<file path="config.mk">
export PLATFORM = sky130hd
export DESIGN_NAME = strap_test_ctrl
export DESIGN_NICKNAME = d
export VERILOG_FILES = /design/src/rtl/strap_test_pkg.sv /design/src/rtl/sync_bits.sv /design/src/rtl/strap_capture.sv /design/src/rtl/freq_decode.sv /design/src/rtl/test_mode_fsm.sv /design/src/rtl/strap_test_ctrl.sv
export SDC_FILE = /design/constraint.sdc
export NUM_CORES = 1
export LEC_CHECK = 0
export ABC_AREA = 1
export BUFFER_PORTS_ARGS = -buffer_cell sky130_fd_sc_hd__buf_2
export CAP_MARGIN = 20
export CORE_MARGIN = 5
export CORE_UTILIZATION = 35
export CTS_CLUSTER_SIZE = 30
export DETAILED_ROUTE_END_ITERATION = 12
export PLACE_DENSITY = 0.7
export SYNTH_ARGS = -nofsm -noshare
export SYNTH_HDL_FRONTEND = slang
export SYNTH_SLANG_ARGS = --single-unit
</file>
<file path="constraint.sdc">
create_clock -name clk -period 3.2 [get_ports clk]
set_clock_uncertainty 0.2 [all_clocks]
set_input_delay 0.64 -clock clk [delete_from_list [all_inputs] [get_ports clk]]
set_output_delay 0.64 -clock clk [all_outputs]
set_load 0.01 [all_outputs]
</file>
<file path="src/rtl/strap_test_pkg.sv">
package strap_test_pkg;

  localparam int FS_W   = 3;
  localparam int MULT_W = 4;
  localparam int MODE_W = 2;

  typedef enum logic [1:0] {
    ST_NORMAL     = 2'd0,
    ST_TEST_STRAP = 2'd1,
    ST_TEST_REG   = 2'd2
  } tmode_state_e;

  localparam logic [MODE_W-1:0] OMODE_NORMAL = 2'b00;
  localparam logic [MODE_W-1:0] OMODE_HIZ    = 2'b01;
  localparam logic [MODE_W-1:0] OMODE_REFDIV = 2'b10;

  // CPU rate expressed as a multiple of the 33.33 MHz PCI rate
  function automatic logic [MULT_W-1:0] cpu_mult_of(input logic [FS_W-1:0] code);
    logic [MULT_W-1:0] m;
    case (code)
      3'b000:  m = 4'd8;
      3'b001:  m = 4'd4;
      3'b010:  m = 4'd6;
      3'b011:  m = 4'd5;
      3'b100:  m = 4'd10;
      3'b101:  m = 4'd3;
      3'b110:  m = 4'd12;
      default: m = 4'd0;
    endcase
    return m;
  endfunction

endpackage

</file>
<file path="src/rtl/sync_bits.sv">
module sync_bits #(
  parameter int             WIDTH     = 1,
  parameter int             STAGES    = 2,
  parameter logic [WIDTH-1:0] RESET_VAL = '0
) (
  input  logic             clk,
  input  logic             rst,
  input  logic [WIDTH-1:0] d,
  output logic [WIDTH-1:0] q
);
  logic [WIDTH-1:0] stage_q [STAGES];

  for (genvar g = 0; g < STAGES; g++) begin : g_stage
    if (g == 0) begin : g_first
      always_ff @(posedge clk) begin
        if (rst) stage_q[g] <= RESET_VAL;
        else     stage_q[g] <= d;
      end
    end else begin : g_next
      always_ff @(posedge clk) begin
        if (rst) stage_q[g] <= RESET_VAL;
        else     stage_q[g] <= stage_q[g-1];
      end
    end
  end

  assign q = stage_q[STAGES-1];
endmodule

</file>
<file path="src/rtl/strap_capture.sv">
module strap_capture
  import strap_test_pkg::*;
(
  input  logic            clk,
  input  logic            rst,
  input  logic            qual_n_sync,
  input  logic [FS_W-1:0] fs_in,
  output logic            load,
  output logic            done,
  output logic [FS_W-1:0] fs_q
);
  logic done_q;

  assign load = !qual_n_sync && !done_q;
  assign done = done_q;

  always_ff @(posedge clk) begin
    if (rst) begin
      done_q <= 1'b0;
      fs_q   <= '0;
    end else if (load) begin
      done_q <= 1'b1;
      fs_q   <= fs_in;
    end
  end
endmodule

</file>
<file path="src/rtl/freq_decode.sv">
module freq_decode
  import strap_test_pkg::*;
(
  input  logic              clk,
  input  logic              rst,
  input  logic [FS_W-1:0]   code,
  output logic [MULT_W-1:0] mult_q
);
  always_ff @(posedge clk) begin
    if (rst) mult_q <= cpu_mult_of('0);
    else     mult_q <= cpu_mult_of(code);
  end
endmodule

</file>
<file path="src/rtl/test_mode_fsm.sv">
module test_mode_fsm
  import strap_test_pkg::*;
(
  input  logic              clk,
  input  logic              rst,
  input  logic              load,
  input  logic              tsel_high,
  input  logic              reg_enter,
  input  logic              reg_refdiv,
  input  logic              pin_sync,
  output tmode_state_e      state_q,
  output logic [MODE_W-1:0] out_mode_q
);
  tmode_state_e state_d;
  logic [MODE_W-1:0] mode_d;

  always_comb begin
    state_d = state_q;
    if (state_q == ST_NORMAL) begin
      if (load && tsel_high) state_d = ST_TEST_STRAP;  // strap wins a same-cycle tie
      else if (reg_enter)    state_d = ST_TEST_REG;
    end
  end

  always_comb begin
    case (state_q)
      ST_TEST_STRAP: mode_d = pin_sync   ? OMODE_REFDIV : OMODE_HIZ;
      ST_TEST_REG:   mode_d = reg_refdiv ? OMODE_REFDIV : OMODE_HIZ;
      default:       mode_d = OMODE_NORMAL;
    endcase
  end

  always_ff @(posedge clk) begin
    if (rst) begin
      state_q    <= ST_NORMAL;
      out_mode_q <= OMODE_NORMAL;
    end else begin
      state_q    <= state_d;
      out_mode_q <= mode_d;
    end
  end
endmodule

</file>
<file path="src/rtl/strap_test_ctrl.sv">
module strap_test_ctrl
  import strap_test_pkg::*;
#(
  parameter int SYNC_STAGES = 2
) (
  input  logic              clk,
  input  logic              rst,
  input  logic              pwrgd_n,
  input  logic              fs_c,
  input  logic              fs_b,
  input  logic              fs_a,
  input  logic              tsel_high,
  input  logic              test_pin,
  input  logic              reg_test_en,
  input  logic              reg_refdiv_sel,
  output logic [FS_W-1:0]   strap_rb,
  output logic [MULT_W-1:0] cpu_mult,
  output logic [MODE_W-1:0] out_mode
);
  logic         pwrgd_n_sync;
  logic         pin_sync;
  logic         cap_load;
  logic         cap_done;
  tmode_state_e tm_state;

  sync_bits #(.WIDTH(1), .STAGES(SYNC_STAGES), .RESET_VAL(1'b1)) u_pg_sync (
    .clk(clk), .rst(rst), .d(pwrgd_n), .q(pwrgd_n_sync)
  );

  sync_bits #(.WIDTH(1), .STAGES(SYNC_STAGES), .RESET_VAL(1'b0)) u_pin_sync (
    .clk(clk), .rst(rst), .d(test_pin), .q(pin_sync)
  );

  strap_capture u_cap (
    .clk(clk), .rst(rst), .qual_n_sync(pwrgd_n_sync),
    .fs_in({fs_c, fs_b, fs_a}), .load(cap_load), .done(cap_done), .fs_q(strap_rb)
  );

  freq_decode u_dec (
    .clk(clk), .rst(rst), .code(strap_rb), .mult_q(cpu_mult)
  );

  test_mode_fsm u_fsm (
    .clk(clk), .rst(rst), .load(cap_load), .tsel_high(tsel_high),
    .reg_enter(reg_test_en), .reg_refdiv(reg_refdiv_sel), .pin_sync(pin_sync),
    .state_q(tm_state), .out_mode_q(out_mode)
  );
endmodule

</file>
======== Word-level counts from Yosys, hierarchy flattened ========
Memories as Yosys holds them, arrays and structs flattened.
Cells that the tools add are included.
storage, ports and cells
  flip-flop bits (word level) ............. 12
  bits in writable memories ............... 4
  word-level logic and storage cells ...... 40
  memories ................................ 2
cells by class
  equal/unequal tests ..................... 8
  mux-type cells .......................... 13
  bitwise operators ....................... 4
  reduce and logical (&&, ||, !) cells .... 8
memory list
  memory              words  width  read ports  clocked after memory_dff  wr ports  RTL line         source
  u_pg_sync.stage_q   2      1      2           0                         2         sync_bits.sv:11  logic [WIDTH-1:0] stage_q [STAGES];
  u_pin_sync.stage_q  2      1      2           0                         2         sync_bits.sv:11
operators with widths
  cell                                                              count
  4-bit one-hot mux with 7 select lines                             1
  3-bit == test (second input constant)                             3
  2-bit 2-to-1 mux                                                  4
  1-bit 2-to-1 mux                                                  7
  3-bit by 2-bit == test with 1-bit output (second input constant)  2
  1-bit OR                                                          4
  2-bit one-hot mux with 2 select lines                             1
  3-bit by 1-bit == test with 1-bit output (second input constant)  1
  3-bit logical NOT                                                 1
  2-bit by 1-bit == test with 1-bit output (second input constant)  1
  2-bit == test (second input constant)                             1
  1-bit logical AND                                                 2
  1-bit logical NOT                                                 2
  2-bit logical NOT                                                 1
  2-bit AND reduction                                               1
  2-bit nonzero test                                                1

======== Depth between registers and ports, before layout ========
  depth in word-level cells ............... 5
  mapped depth ............................ 7

======== Cells and area by module ========
From an unflattened synthesis, not the netlist that was laid out.
second synthesis, totals
  cell total of the unflattened synthesis .. 86
  area, all modules ....................... 641.9 sq um
modules (own cells, without submodules)
  module                   times used  cells each  area an instance (sq um)  sequential area each (sq um)
  test_mode_fsm            1           28          207.7                     80.1
  freq_decode              1           22          161.4                     80.1
  strap_capture            1           23          158.9                     80.1
  sync_bits at u_pg_sync   1           7           58.8                      40.0
  sync_bits at u_pin_sync  1           6           55.1                      40.0

======== Least setup slack after synthesis ========
No wires, ideal clock.
  path kind ............................... flip-flop to output port
  start point ............................. register u_cap.fs_q[2]
  end point ............................... output strap_rb[2]
  arrival ................................. 0.389 ns
  setup slack ............................. 1.971 ns
  stages on the path, launching flop included .. 1
  path buffers ............................ 0
  cells stage by stage .................... dfxtp_1
RTL lines
  what                    RTL line               source
  start, declared         strap_capture.sv:10    output logic [FS_W-1:0] fs_q
  start signal, assigned  strap_capture.sv:23    fs_q <= fs_in;
  end, declared           strap_test_ctrl.sv:16  output logic [FS_W-1:0] strap_rb,
No word-level cell between the ends.

======== Final worst setup path ========
  start point ............................. register u_cap.fs_q[2]
  end point ............................... output strap_rb[2]
No word-level cell between the ends.

==> impl_results.md <==
* Outcome: complete, no violations
* Synth area leader: dfxtp_1
* Slew of the pin with the lowest slew margin at 0.220 ns
* Complex-gate fraction of the synthesized area at 7.76%
* Global routing met1 resource utilization at 11.4%
* Final Cycle Share at 52.0%
* PortBufs at 18
* R2R Setup Slk at 2.02 ns
* Synth top area share at 53.7%
* Cells after Synth at 72
* Unique masters post-synth at 16
* Max_slew headroom at 85.3%
* Gpl congestion at 0.778
* Worst-path cell chain: buf_2
* Clk_lat worst skew at 0.27 ns
* Worst setup EP type: output port
* Number of buffers created by CTS at 3
* Chip height at 51.3 um
* Global-route wire length before repair at 1760 um
* Crit Path Class: reg2out
* H-tree levels at 1
* Most common cell after layout, fill and taps aside: buf_2
* Core area at 1670 sq um
* Worst setup SP type: register
* Clk network pwr share at 27.7%
* Synth warnings at 0
* Grt total ovfl at 0
* RSZ-0062 raised after global routing: no
* # hold bufs at CTS at 0
* Setup repair bufs after CTS at 0
* Initial Utilization at 35.7%
* Reg-to-reg endpoint: u_fsm.state_q[1]
* Largest family of logic cells by synthesized area: simple AND/OR/NAND/NOR gates
* Slowest cell on the critical path: dfxtp_1
* Final WL at 942 um
* Area Overhead vs Synth at 22.4%
* Crit path time final at 1.66 ns
* Internal power at 0.269 mW
* Synth top area cells: dfxtp_1, nand2_1, nor2_1, ha_1, inv_1
* Critical path's largest stage delay at 0.39 ns
* Routed Antenna Nets at 0
* Final nets at 108
* Psw at 0.0795 mW
* Synth Area in XOR/XNOR at 0%
* Initial drt markers at 5
* Worst R2R Path Depth at 7
* Residual DRC at 0
* CTS root buffer: clkbuf_4
* Vias in the first global route at 429
* Maxcap violations at 0
* Largest net degree at the start of global routing at 9
* Tot Pwr at 0.348 mW
* Final Hold Viols at 0
* Clock buffer depth at 2
* Critical path arrival at 0.82 ns
* WHS at 0.219 ns
* CTS tree: done
* Met3 GRT Util at 5.25%
* Diode count at 0
* Min-delay src: u_pin_sync.stage_q[0]
* #FFs+latches synth at 16
* Via Count at 474
* Peak supply drop at 0.000310 V
* Most frequent cells in the layout: buf_2, dfxtp_1, nand2_1
* Post-DP HPWL at 765 um
* Buf/Inv on CP at 1
* Overall Global Routing Usage at 8.91%
* TritonCTS Sinks at 16
* Layout cells sized above 1 at 31.2%
* Busiest grt layer: met2
* Hold Path Sink: u_pin_sync.stage_q[1]
* Flop pwr share at 61.5%
* Reg2reg start: u_fsm.state_q[0]
* Switch share at 22.8%
* Post-Syn Area at 597 sq um
* Syn_nets at 85
* Seq/Total Area, Yosys at 53.7%
* Layout Utilization at 43.7%
* Die Area at 2630 sq um
* Pleak at 0.364 nW
* Met2 usage at 12.7%
* # rows at 15
* Comb pwr share at 10.8%
* Post-Synth Simple-Gate Area at 25.4%
* Max Clock Freq at 601 MHz
* Die W at 51.3 um
* Total negative setup slack at 0 ns
* Count of pins over their slew limit at 0
* Worst hold path class: reg2reg
* DRT Pass-1 Iters at 3
* Hold depth at 2
* Vias per cell at 4.31
* Post-CTS resize count at 0
* Crit-path leading delay family: flip-flops
* Routed len/inst at 8.56 um
* Mux contribution to synthesized area at 0%
* Io pins at 19
* PwrDens at 477 nW/um^2
* Setup-failing EPs final at 0
* Crit-path max FO at 5
* Worst-path clk slew at 0.08 ns
* Initial antenna violation count at 0
* Average cell area after synthesis at 8.29 sq um
* Worst EP required at 2.36 ns
* Adder-Cell Fraction of Synth Area at 6.29%
==> how the worst max path moves through the flow <==
stage	from	to	slack (ns)	cells after the start
detailed placement	rst	u_pg_sync.stage_q[0]	1.80	2
global route	u_cap.fs_q[2]	strap_rb[2]	1.48	1
CTS	u_cap.fs_q[2]	strap_rb[2]	1.52	1
floorplan	u_cap.fs_q[2]	strap_rb[2]	1.97	0
finish	u_cap.fs_q[2]	strap_rb[2]	1.54	1
global placement	rst	u_pg_sync.stage_q[1]	1.81	2
==> logic make-up (layout without fill, tap and decap cells) <==
group | after synthesis | count (layout)
and+or+nand+nor | 34 | 34
DFF | 16 | 16
buffers and inverters | 11 | 32
AOI/OAI and AO/OA | 8 | 8
adders and majority gates | 3 | 3
==> sequential cells by signal, summed over array words and instances (netlist names) <==
register / flops
u_dec.mult_q: 4
u_fsm.out_mode_q: 2
u_cap.done: 1
u_pin_sync.stage_q: 2
u_fsm.state_q: 2
u_cap.fs_q: 3
u_pg_sync.stage_q: 2
==> worst min-delay path: stages (launching register included) <==
cell     delay (ns)
dfxtp_1        0.31
inv_1          0.04
nor2_1         0.03
==> per-layer routing <==
metal	part of all wire [%]	up-vias
met4	0.64	0
met2	45	12
li1	-	266
met1	46	194
met3	7.9	2
met5	0	-
==> cell usage after synthesis <==
library cell,instances
a21oi_1,3
a21oi_2,1
dfxtp_1,16
ha_1,3
inv_1,10
inv_2,1
nand2_1,14
nand2_2,2
nor2_1,11
nor2_2,1
nor2_4,1
nor3_1,3
o21a_1,1
o21ai_0,2
o21ai_1,1
or2_2,2
==> power by group through the flow <==
stage	clock [mW]	sequential (mW)	combinational [mW]
6_report	0.0967	0.214	0.0376
5_1_grt	0.115	0.216	0.0439
4_1_cts	0.103	0.214	0.0385
3_5_place_dp	0	0.219	0.0382
3_3_place_gp	0	0.219	0.0377
2_1_floorplan	0	0.221	0.0212
==> metrics by stage <==
stage               instances  cell area [sq um]  setup slack, ns
global route              110                731             1.48
detailed placement        107                708             1.80
CTS                       110                731             1.52
floorplan                  72                597             1.97
global placement          107                708             1.81
finish                    110                731             1.54
==> layout make-up <==
cell class                      count  area, sq um
Multi-Input combinational cell     45          235
Sequential cell                    16          320
Fill cell                         180          940
Inverter                           11         41.3
Clock buffer                        3         22.5
Tap cell                           17         21.3
Timing Repair Buffer               18         90.1
(Power assumes the default switching activity.)
